$ cat src/rtl/fpi_pkg.sv
package fpi_pkg;

  // Register word indices
  localparam logic [2:0] IX_CTRL  = 3'd0;
  localparam logic [2:0] IX_STAT  = 3'd1;
  localparam logic [2:0] IX_MASK  = 3'd2;
  localparam logic [2:0] IX_FLAGS = 3'd3;
  localparam logic [2:0] IX_TXD   = 3'd4;
  localparam logic [2:0] IX_RXD   = 3'd5;
  localparam logic [2:0] IX_IDLE  = 3'd6;

  // Width of a level or trigger field in the register layout
  localparam int FLD_W = 7;

  // Flag bit positions
  localparam int F_TXAE  = 0;
  localparam int F_RXAF  = 1;
  localparam int F_TXUR  = 2;
  localparam int F_TXOR  = 3;
  localparam int F_RXUR  = 4;
  localparam int F_RXOR  = 5;
  localparam int F_TRAIL = 6;
  localparam int F_XFER  = 9;
  localparam int NFLAG   = 10;

  localparam logic [NFLAG-1:0] FLAG_IMPL = 10'h27F;
  localparam logic [NFLAG-1:0] MASK_IMPL = 10'h243;

  function automatic logic lvl_at_or_below(input logic [FLD_W-1:0] lvl,
                                           input logic [FLD_W-1:0] trig);
    return lvl <= trig;
  endfunction

  function automatic logic lvl_at_or_above(input logic [FLD_W-1:0] lvl,
                                           input logic [FLD_W-1:0] trig);
    return lvl >= trig;
  endfunction

  function automatic logic [31:0] pack_stat(input logic [FLD_W-1:0] tl,
                                            input logic tf, input logic te,
                                            input logic [FLD_W-1:0] rl,
                                            input logic rf, input logic re);
    return {7'b0, re, rf, rl, 7'b0, te, tf, tl};
  endfunction

endpackage

$ cat src/rtl/fpi_byte_fifo.sv
module fpi_byte_fifo #(
  parameter int DEPTH = 64,
  parameter int DW    = 8
) (
  input  logic                              clk,
  input  logic                              rst_n,
  input  logic                              en,
  input  logic                              push,
  input  logic [DW-1:0]                     din,
  input  logic                              pop,
  output logic [DW-1:0]                     dout,
  output logic [$clog2(DEPTH+1)-1:0]        level,
  output logic                              full,
  output logic                              empty,
  output logic                              drop_evt,
  output logic                              starve_evt
);
  localparam int LW = $clog2(DEPTH+1);
  localparam int AW = (DEPTH > 1) ? $clog2(DEPTH) : 1;

  logic [DW-1:0] mem [DEPTH];
  logic [AW-1:0] wptr, rptr;
  logic acc_push, acc_pop;

  assign full       = (level == LW'(DEPTH));
  assign empty      = (level == '0);
  assign acc_push   = en && push && !full;
  assign acc_pop    = en && pop && !empty;
  assign drop_evt   = en && push && full;
  assign starve_evt = en && pop && empty;
  assign dout       = (en && !empty) ? mem[rptr] : '0;

  always_ff @(posedge clk) begin
    if (acc_push) mem[wptr] <= din;
  end

  always_ff @(posedge clk or negedge rst_n) begin
    if (!rst_n) begin
      wptr  <= '0;
      rptr  <= '0;
      level <= '0;
    end else if (!en) begin
      wptr  <= '0;
      rptr  <= '0;
      level <= '0;
    end else begin
      if (acc_push) wptr <= (wptr == AW'(DEPTH-1)) ? '0 : wptr + 1'b1;
      if (acc_pop)  rptr <= (rptr == AW'(DEPTH-1)) ? '0 : rptr + 1'b1;
      level <= level + LW'(acc_push) - LW'(acc_pop);
    end
  end


  fill_step_chk: assert property (@(posedge clk) disable iff (!rst_n)
    en && push && !full && !pop |=> level == $past(level) + LW'(1));

  disabled_flush_chk: assert property (@(posedge clk) disable iff (!rst_n)
    !en |=> level == '0);

  full_drop_chk: assert property (@(posedge clk) disable iff (!rst_n)
    en && push && full && !pop |=> full);

  empty_starve_chk: assert property (@(posedge clk) disable iff (!rst_n)
    en && pop && empty && !push |=> empty);
endmodule

$ cat src/rtl/fpi_idle_timer.sv
module fpi_idle_timer #(
  parameter int CW = 8
) (
  input  logic          clk,
  input  logic          rst_n,
  input  logic          en,
  input  logic          active,
  input  logic          nonempty,
  input  logic          below_trig,
  input  logic [CW-1:0] limit,
  output logic          fire
);
  logic [CW-1:0] cnt;

  assign fire = en && nonempty && !active && below_trig && (cnt >= limit);

  always_ff @(posedge clk or negedge rst_n) begin
    if (!rst_n)                          cnt <= '0;
    else if (!en || active || !nonempty) cnt <= '0;
    else if (cnt < limit)                cnt <= cnt + 1'b1;
  end


  idle_restart_chk: assert property (@(posedge clk) disable iff (!rst_n)
    active |=> cnt == '0);

  idle_count_chk: assert property (@(posedge clk) disable iff (!rst_n)
    en && nonempty && !active && (cnt < limit) |=> cnt == $past(cnt) + 1'b1);
endmodule

$ cat src/rtl/fpi_irq_regs.sv
module fpi_irq_regs #(
  parameter int              NF   = 10,
  parameter logic [NF-1:0]   IMPL = '1,
  parameter logic [NF-1:0]   MIMP = '1
) (
  input  logic          clk,
  input  logic          rst_n,
  input  logic [NF-1:0] set_vec,
  input  logic [NF-1:0] clr_vec,
  input  logic          mask_we,
  input  logic [NF-1:0] mask_wdata,
  output logic [NF-1:0] flags,
  output logic [NF-1:0] mask,
  output logic          irq
);
  assign irq = |(flags & mask);

  always_ff @(posedge clk or negedge rst_n) begin
    if (!rst_n) begin
      flags <= '0;
      mask  <= '0;
    end else begin
      flags <= ((flags & ~clr_vec) | set_vec) & IMPL;
      if (mask_we) mask <= mask_wdata & MIMP;
    end
  end


  w1c_clear_chk: assert property (@(posedge clk) disable iff (!rst_n)
    |clr_vec |=> (flags & $past(clr_vec) & ~$past(set_vec)) == '0);

  set_wins_chk: assert property (@(posedge clk) disable iff (!rst_n)
    |(set_vec & IMPL) |=> (flags & $past(set_vec & IMPL)) == $past(set_vec & IMPL));

  irq_masked_chk: assert property (@(posedge clk) disable iff (!rst_n)
    (mask == '0) |-> !irq);
endmodule

$ cat src/rtl/fifo_pair_irq.sv
module fifo_pair_irq
  import fpi_pkg::*;
#(
  parameter int DEPTH  = 64,
  parameter int DW     = 8,
  parameter int IDLE_W = 8
) (
  input  logic          clk,
  input  logic          rst_n,
  input  logic          reg_wr,
  input  logic          reg_rd,
  input  logic [2:0]    reg_addr,
  input  logic [31:0]   reg_wdata,
  output logic [31:0]   reg_rdata,
  input  logic          seq_tx_pop,
  output logic [DW-1:0] seq_tx_data,
  input  logic          seq_rx_push,
  input  logic [DW-1:0] seq_rx_data,
  input  logic          xfer_evt,
  output logic          irq
);
  localparam int LW  = $clog2(DEPTH+1);
  localparam int TXI = 0;
  localparam int RXI = 1;
  localparam logic [IDLE_W-1:0] IDLE_RST = IDLE_W'(15);

  // control state
  logic              rx_en, tx_en;
  logic [FLD_W-1:0]  rx_trig, tx_trig;
  logic [IDLE_W-1:0] idle_lim;

  // queue array wiring (index TXI / RXI)
  logic [1:0]    f_en, f_push, f_pop, f_full, f_empty, f_drop, f_starve;
  logic [DW-1:0] f_din  [2];
  logic [DW-1:0] f_dout [2];
  logic [LW-1:0] f_lvl  [2];
  logic [FLD_W-1:0] tx_lvl_f, rx_lvl_f;

  // named events
  logic wr_txd, rd_rxd, wr_flags, rx_active, trail_fire;
  logic [NFLAG-1:0] set_vec, clr_vec, flags, mask;
  logic unused_wbits;

  assign unused_wbits = ^reg_wdata;
  assign wr_txd    = reg_wr && (reg_addr == IX_TXD);
  assign rd_rxd    = reg_rd && (reg_addr == IX_RXD);
  assign wr_flags  = reg_wr && (reg_addr == IX_FLAGS);
  assign rx_active = seq_rx_push || rd_rxd;

  always_comb begin
    f_en[TXI]   = tx_en;
    f_push[TXI] = wr_txd;
    f_din[TXI]  = reg_wdata[DW-1:0];
    f_pop[TXI]  = seq_tx_pop;
    f_en[RXI]   = rx_en;
    f_push[RXI] = seq_rx_push;
    f_din[RXI]  = seq_rx_data;
    f_pop[RXI]  = rd_rxd;
  end

  for (genvar g = 0; g < 2; g++) begin : g_q
    fpi_byte_fifo #(.DEPTH(DEPTH), .DW(DW)) u_q (
      .clk        (clk),
      .rst_n      (rst_n),
      .en         (f_en[g]),
      .push       (f_push[g]),
      .din        (f_din[g]),
      .pop        (f_pop[g]),
      .dout       (f_dout[g]),
      .level      (f_lvl[g]),
      .full       (f_full[g]),
      .empty      (f_empty[g]),
      .drop_evt   (f_drop[g]),
      .starve_evt (f_starve[g])
    );
  end

  assign tx_lvl_f    = FLD_W'(f_lvl[TXI]);
  assign rx_lvl_f    = FLD_W'(f_lvl[RXI]);
  assign seq_tx_data = f_dout[TXI];

  fpi_idle_timer #(.CW(IDLE_W)) u_idle (
    .clk        (clk),
    .rst_n      (rst_n),
    .en         (rx_en),
    .active     (rx_active),
    .nonempty   (!f_empty[RXI]),
    .below_trig (rx_lvl_f < rx_trig),
    .limit      (idle_lim),
    .fire       (trail_fire)
  );

  always_comb begin
    set_vec          = '0;
    set_vec[F_TXAE]  = tx_en && lvl_at_or_below(tx_lvl_f, tx_trig);
    set_vec[F_RXAF]  = rx_en && lvl_at_or_above(rx_lvl_f, rx_trig);
    set_vec[F_TXUR]  = f_starve[TXI];
    set_vec[F_TXOR]  = f_drop[TXI];
    set_vec[F_RXUR]  = f_starve[RXI];
    set_vec[F_RXOR]  = f_drop[RXI];
    set_vec[F_TRAIL] = trail_fire;
    set_vec[F_XFER]  = xfer_evt;
    clr_vec          = wr_flags ? reg_wdata[NFLAG-1:0] : '0;
  end

  fpi_irq_regs #(.NF(NFLAG), .IMPL(FLAG_IMPL), .MIMP(MASK_IMPL)) u_irq (
    .clk        (clk),
    .rst_n      (rst_n),
    .set_vec    (set_vec),
    .clr_vec    (clr_vec),
    .mask_we    (reg_wr && (reg_addr == IX_MASK)),
    .mask_wdata (reg_wdata[NFLAG-1:0]),
    .flags      (flags),
    .mask       (mask),
    .irq        (irq)
  );

  always_ff @(posedge clk or negedge rst_n) begin
    if (!rst_n) begin
      rx_en    <= 1'b0;
      tx_en    <= 1'b0;
      rx_trig  <= '0;
      tx_trig  <= '0;
      idle_lim <= IDLE_RST;
    end else if (reg_wr) begin
      if (reg_addr == IX_CTRL) begin
        rx_en   <= reg_wdata[0];
        tx_en   <= reg_wdata[1];
        rx_trig <= reg_wdata[4 +: FLD_W];
        tx_trig <= reg_wdata[16 +: FLD_W];
      end
      if (reg_addr == IX_IDLE) idle_lim <= reg_wdata[IDLE_W-1:0];
    end
  end

  always_comb begin
    case (reg_addr)
      IX_CTRL:  reg_rdata = {9'b0, tx_trig, 5'b0, rx_trig, 2'b0, tx_en, rx_en};
      IX_STAT:  reg_rdata = pack_stat(tx_lvl_f, f_full[TXI], f_empty[TXI],
                                      rx_lvl_f, f_full[RXI], f_empty[RXI]);
      IX_MASK:  reg_rdata = 32'(mask);
      IX_FLAGS: reg_rdata = 32'(flags);
      IX_RXD:   reg_rdata = 32'(f_dout[RXI]);
      IX_IDLE:  reg_rdata = 32'(idle_lim);
      default:  reg_rdata = '0;
    endcase
  end


  xfer_flag_chk: assert property (@(posedge clk) disable iff (!rst_n)
    xfer_evt |=> flags[F_XFER]);

  tx_low_chk: assert property (@(posedge clk) disable iff (!rst_n)
    tx_en && (tx_lvl_f <= tx_trig) |=> flags[F_TXAE]);

  rx_high_chk: assert property (@(posedge clk) disable iff (!rst_n)
    rx_en && (rx_lvl_f >= rx_trig) |=> flags[F_RXAF]);

  rx_drop_chk: assert property (@(posedge clk) disable iff (!rst_n)
    rx_en && seq_rx_push && f_full[RXI] |=> flags[F_RXOR]);
endmodule

$ cat config.mk
export PLATFORM = sky130hd
export DESIGN_NAME = fifo_pair_irq
export DESIGN_NICKNAME = d
export VERILOG_FILES = /design/src/rtl/fpi_pkg.sv /design/src/rtl/fpi_byte_fifo.sv /design/src/rtl/fpi_idle_timer.sv /design/src/rtl/fpi_irq_regs.sv /design/src/rtl/fifo_pair_irq.sv
export SDC_FILE = /design/constraint.sdc
export NUM_CORES = 1
export LEC_CHECK = 0
export ABC_AREA = 1
export BUFFER_PORTS_ARGS = -buffer_cell sky130_fd_sc_hd__buf_2
export CORE_UTILIZATION = 30
export CTS_BUF_LIST = sky130_fd_sc_hd__clkbuf_8
export CTS_CLUSTER_SIZE = 12
export DETAILED_ROUTE_END_ITERATION = 7
export SYNTH_ARGS = -nofsm -noshare
export SYNTH_HDL_FRONTEND = slang
export SYNTH_HIERARCHICAL = 1
export SYNTH_SLANG_ARGS = --single-unit
$ cat constraint.sdc
create_clock -name clk -period 2.9 [get_ports clk]
set_input_delay 0 -clock clk [delete_from_list [all_inputs] [get_ports clk]]
set_output_delay 0 -clock clk [all_outputs]
set_load 0.02 [all_outputs]
Word-level counts from Yosys, hierarchy flattened

Memories as Yosys holds them, arrays and structs flattened.
Cells that the tools add are included.

Output and inout port bits: 41
Register bits after elaboration: 82
RAM bits: 1024
Memory bits (read-only): 0
Word-level logic and storage cells: 113
Memories: 2
Bits in latches: 0
Bits of input ports: 50

Muxes and demuxes: 24
$mul: 0
Shift operators: 0
$lt $le $gt $ge: 5
Bitwise logic cells: 4
Equality and inequality tests: 16
Div/mod/pow operators: 0
Add/subtract/negate cells: 9
Reductions and logical operators: 39

Memory list:

| name           | depth | width | rd ports | clocked after Yosys merged registers in | write ports | RTL line            | RTL |
|---|---|---|---|---|---|---|---|
| g_q[0].u_q.mem | 64    | 8     | 1        | 0                                       | 1           | fpi_byte_fifo.sv:21 | `logic [DW-1:0] mem [DEPTH];` |
| g_q[1].u_q.mem | 64    | 8     | 1        | 0                                       | 1           | fpi_byte_fifo.sv:21 |  |

Operators with widths:

| kind                  | number |
|---|---|
| $pmux W25 S6          | 1 |
| $mux W6               | 12 |
| $mux W8               | 4 |
| $add A6 B1 Y6 const B | 4 |
| $eq A6 B6 Y1 const B  | 4 |
| $logic_and A1 B1 Y1   | 23 |
| $and A10 B10 Y10      | 2 |
| $add A7 B1 Y7         | 2 |
| $eq A7 B7 Y1 const B  | 2 |
| $logic_not A7 Y1      | 2 |
| $mux W7               | 2 |
| $sub A7 B1 Y7         | 2 |
| $mux W10              | 1 |
| $not A10 Y10          | 1 |
| $or A10 B10 Y10       | 1 |
| $reduce_or A10 Y1     | 1 |
| $eq A3 B3 Y1 const B  | 3 |
| $add A8 B1 Y8 const B | 1 |
| $ge A8 B8 Y1          | 1 |
| $lt A8 B8 Y1          | 1 |
| $ne A2 B1 Y1 const B  | 4 |
| $ge A7 B7 Y1          | 1 |
| $le A7 B7 Y1          | 1 |
| $lt A7 B7 Y1          | 1 |
| 8 further kinds       | 20 |

Logic depth before layout (Yosys ltp)

Word-level depth: 8
Gate-level depth with buffers: 21
Mapped depth without buffers: 21

Hierarchy

The synthesis kept the hierarchy.

Modules (own cells, without submodules):

| module         | sequential area each (µm²) | cells each | area an instance (µm²) | times used |
|---|---|---|---|---|
| fpi_byte_fifo  | 15850.2                    | 1932       | 22178.8                | 2 |
| fifo_pair_irq  | 605.6                      | 312        | 2150.8                 | 1 |
| fpi_idle_timer | 200.2                      | 105        | 779.5                  | 1 |
| fpi_irq_regs   | 300.3                      | 58         | 538.0                  | 1 |

Worst setup path after synthesis

Ideal clock, no wire load.

Path type: register to register
Start: register g_q[1].u_q.level[2]
End: register g_q[1].u_q.level[6]
Period minus slack after synthesis: 2810 ps
Path slack: 90 ps
Cell stages (with the launch flop): 22
Library setup time: 77 ps
Arrival time: 2732 ps
Required time: 2823 ps
Buffers on the path: 0
Path through: dfrtp_1 -> inv_1 -> ha_1 -> nand2_1 -> nor2_1 -> nand3_1 -> nand2_2 -> inv_1 -> nand2_1 -> inv_1 -> ha_1 -> inv_1 -> ha_1 -> inv_1 -> fa_1 -> inv_1 -> nand3_1 -> nand2_1 -> a21oi_1 -> o21bai_1 -> o21ai_0 -> a21oi_1

Cells in the longest elaborated chain, start to end: 6
Elaborated cells between the ends (all ways): 9
Those cells by class: add/sub (2); eq/ne (1); mux (1); reduce/logical (5)

RTL lines:

| what                   | RTL line            | RTL |
|---|---|---|
| from (decl)            | fpi_byte_fifo.sv:12 | `output logic [$clog2(DEPTH+1)-1:0] level,` |
| from (signal assigned) | fpi_byte_fifo.sv:49 | `level <= level + LW'(acc_push) - LW'(acc_pop);` |
| $eq A7 B7 Y1           | fpi_byte_fifo.sv:25 | `assign full = (level == LW'(DEPTH));` |
| $logic_not A1 Y1       | fpi_byte_fifo.sv:27 | `assign acc_push = en && push && !full;` |
| $logic_and A1 B1 Y1    | fpi_byte_fifo.sv:27 |  |
| $add A7 B1 Y7          | fpi_byte_fifo.sv:49 |  |
| $sub A7 B1 Y7 (*)      | fpi_byte_fifo.sv:49 |  |
| $mux W7 (*)            | fpi_byte_fifo.sv:42 | `end else if (!en) begin` |

Every way passes the cells marked *; elsewhere a longest branch is shown, timed or not.
A chain may end at the register's enable or synchronous reset.

==> run summary <==
The final reports fail on negative setup slack. In this run, CTS created clock tree buffers numbering 181. The first detailed-routing pass took 6 iterations. The count of yosys warnings during synthesis is 6. The count of final setup violators is 15, and the die footprint is 161000 um2.

The final RePlAce weighted congestion is 0.879, and the aggregate routed wire length is 142000 um. After layout, the minimum clock period comes to 3310 ps. Once detail routing completed, the nets flagged for antenna violations numbered 0.

The flow ran to the end, but the final reports show violations. In this run the number of H-tree levels came out at 4. Walking the worst path, the cells encountered are clkinv_8 -> buf_12 -> buf_16 -> nand2_1 -> nand3_1 -> nand3_1 -> nand2_1 -> nand2_1 -> nand3_2 -> nand3_2 -> a21oi_4 -> nand4_1 -> nand4_1 -> buf_6. After detailed routing, the number of vias per cell comes to 4.94.

After floorplanning, the core was divided into 146 placement rows. The HPWL after detailed placement is 78800 um. The run gives 2 as the number of antenna violations at the first check in global routing. The headroom to the max-slew limit is 0.103, and the part of the cycle the worst path needs is 1.14.

Clock skew on the completed layout was measured at 58.1 ps. OpenSTA, run right after detailed placement, puts the worst setup slack at 26.7 ps. For the number of vias in the routed layout, the log shows 34931. In this run the clock root is driven by a sky130_fd_sc_hd__clkbuf_8. The min-delay analysis places its worst path in the category in2reg.

Timing would allow up to 302 MHz. Along the worst path, the maximum fanout reaches 15. The post-synthesis cell area is 47800 um2, and the starting utilization of the core area is 0.302. The run gives 33275 as the via count of the first global-routing pass. In the routed design, unresolved DRC markers number 0. The run gives 0.384 as the core occupancy in the finished layout.

The deepest clock path buffer count is 3, and the post-synthesis to final-layout area growth is 27.2%. In this run the horizontal extent of the chip is 401 um. The worst setup path is of the reg2out kind.

The tools report the I/O pin count as 91. Port buffer count: 64. The net count of the finished layout is 4943.

The required time reported for the critical path endpoint is 2900 ps. Maximum single-stage delay on the critical path: 560 ps. The slowest stage of the critical path is the sky130_fd_sc_hd__dfrtp_4 cell. For the worst setup path, the data arrival time is 3310 ps. The actual slew at the worst max-slew pin was 1340 ps. Across all hold checks on the routed design, the worst slack comes to 74.9 ps.

Kind of cell with the highest combined delay on the critical path: simple AND/OR/NAND/NOR gates. The type of origin of the critical path is a flip-flop. Counting every sink on the clock net gives 1106. In this run, the number of DRC markers left after iteration 0 of detailed routing was 3598. The share of layout cells above drive strength 1 was 0.237; the post-synthesis cell count was 4337. The run gives 0 as the total grt overflow. The number of buffers and inverters on the critical path is 4.

The worst-case IR drop observed on VDD is 0.460 mV. The die boundary height was 401 um. Counting stages on the worst path, the most repeated cell is sky130_fd_sc_hd__nand2_1. Summed over all cells, the static leakage comes to 23.1 nW. The power density of the placed cells is 621 nW/um2. For the overall global routing resource usage, the log shows 0.168. The worst setup path is captured at an output port.

Clock-pin slew was measured on the worst setup and hold paths at 60 ps. The tools report the final worst setup slack as -411 ps. TritonCTS built the clock tree.

The count of pins over their slew limit is 0. Entering global routing, the biggest net connects 78 pins. The clock network latency to the later pin of the worst-skew pair is 900 ps, and the global-route wire length before repair is 208000 um. The synthesized area divided by synthesized cell count is 11.0 um2. In the final routed layout, each cell accounts on average for 20.0 um. The placeable core area came out at 158000 um2.

Across the run, the number of max-cap violations was 0. Setup repair after global routing could not meet its margin everywhere. Final hold violation count: 0.
routing by layer:
metal / vias up / GRT usage / wire length, um / part of all wire
met4: 2 / 0.0565 / 4160 / 0.029
li1: 16069 / - / - / -
met5: - / 0 / 13 / 0.000092
met1: 17173 / 0.228 / 59900 / 0.42
met2: 1426 / 0.272 / 67200 / 0.47
met3: 261 / 0.0271 / 10200 / 0.072
registers in the layout, indices dropped and copies added (netlist names):
register       count
g_q.u_q/level     14
g_q.u_q/mem     1024
g_q.u_q/rptr      12
g_q.u_q/wptr      12
idle_lim           8
rx_en              1
rx_trig            7
tx_en              1
tx_trig            7
u_idle/cnt         8
u_irq/flags        8
u_irq/mask         4
placed cells by master (no fill, tap or decap), types with 5 or more instances in the layout:
master                          count
sky130_fd_sc_hd__nand2_1         1318
sky130_fd_sc_hd__edfxtp_1        1024
sky130_fd_sc_hd__nand3_1          676
sky130_fd_sc_hd__buf_4            265
sky130_fd_sc_hd__nand3_2          214
sky130_fd_sc_hd__inv_1            197
sky130_fd_sc_hd__clkbuf_8         182
sky130_fd_sc_hd__nor2_1           175
sky130_fd_sc_hd__nand2_2          134
sky130_fd_sc_hd__dlygate4sd3_1     77
sky130_fd_sc_hd__dfrtp_1           72
sky130_fd_sc_hd__clkinv_1          56
sky130_fd_sc_hd__buf_16            55
sky130_fd_sc_hd__buf_12            52
sky130_fd_sc_hd__buf_2             47
sky130_fd_sc_hd__ha_1              40
sky130_fd_sc_hd__o21ai_0           35
sky130_fd_sc_hd__nand4_1           30
sky130_fd_sc_hd__a21oi_1           28
sky130_fd_sc_hd__buf_6             27
sky130_fd_sc_hd__clkbuf_16         23
sky130_fd_sc_hd__conb_1            20
sky130_fd_sc_hd__nand3_4           20
sky130_fd_sc_hd__o21ai_2           18
sky130_fd_sc_hd__clkinv_2          18
sky130_fd_sc_hd__nand2_4           17
sky130_fd_sc_hd__inv_2             16
sky130_fd_sc_hd__a21oi_4           13
sky130_fd_sc_hd__nor2_2            11
sky130_fd_sc_hd__a21oi_2           11
sky130_fd_sc_hd__o21bai_1          11
sky130_fd_sc_hd__buf_8             10
sky130_fd_sc_hd__xor2_1             8
sky130_fd_sc_hd__o21ai_1            6
sky130_fd_sc_hd__nor3_1             6
sky130_fd_sc_hd__inv_12             6
sky130_fd_sc_hd__clkinv_8           5
sky130_fd_sc_hd__dfrtp_4            5
report_power, final:
| group | total (W) | switching [W] | leakage (nW) | internal [W] |
|---|---|---|---|---|
| Combinational | 0.00749 | 0.00431 | 10.9 | 0.00318 |
| Sequential | 0.0178 | 0.000178 | 10.2 | 0.0176 |
| Clock | 0.0125 | 0.00647 | 1.89 | 0.00602 |
worst paths after layout:
| path | from | to | slack [ps] | cells past startpoint |
|---|---|---|---|---|
| min reg2reg | rx_trig[5] | rx_trig[5] | 490 | 2 |
| max in group asynchronous | rst_n | idle_lim[0] | 2240 | 4 |
| max reg2reg | g_q[1].u_q/level[2] | g_q[1].u_q/level[6] | 150 | 19 |
| max | g_q[1].u_q/rptr[0] | reg_rdata[3] | -410 | 14 |
| min in group asynchronous | rst_n | g_q[0].u_q/rptr[3] | 250 | 4 |
| min | reg_addr[0] | u_idle/cnt[1] | 70 | 7 |
layout make-up:
class / count / area [um2]
Fill cell: 14905 / 97500
Timing Repair inverter: 4 / 71.3
Sequential cell: 1106 / 32800
Multi-Input combinational cell: 2831 / 14800
Inverter: 164 / 677
Clock inverter: 145 / 748
Timing Repair Buffer: 558 / 6650
Clock buffer: 182 / 2500
Tap cell: 2072 / 2590
Antenna cell: 3 / 7.51
per-stage QoR:
step	cells	instance area (um2)	setup TNS, ps	power, W
global route	7064	60800	-5230	0.0392
CTS	7018	58700	-4890	0.0370
finish	7065	60800	-3320	0.0378
floorplan	4355	47900	0	0.0211
detailed placement	6520	51800	0	0.0227
global placement	6520	51800	0	0.0226
what timing repair did:
item | in CTS | in global routing
endpoints found under the setup margin | 17 | 20
pin swaps | 72 | 187
cloned | 49 | 28
resized for setup | 284 | 352
endpoints found under the hold margin | 1083 | 0
hold buffers | 78 | 0
buffers inserted | 44 | 26
worst reg2reg max path: cells and delay by family, from the launching register on:
kind,cells,cell delay [ps]
adders and majority gates,4,880
and+or+nand+nor,6,540
DFF,1,380
buffers and inverters,6,510
AOI/OAI and AO/OA,3,300
(Power assumes the default switching activity.)
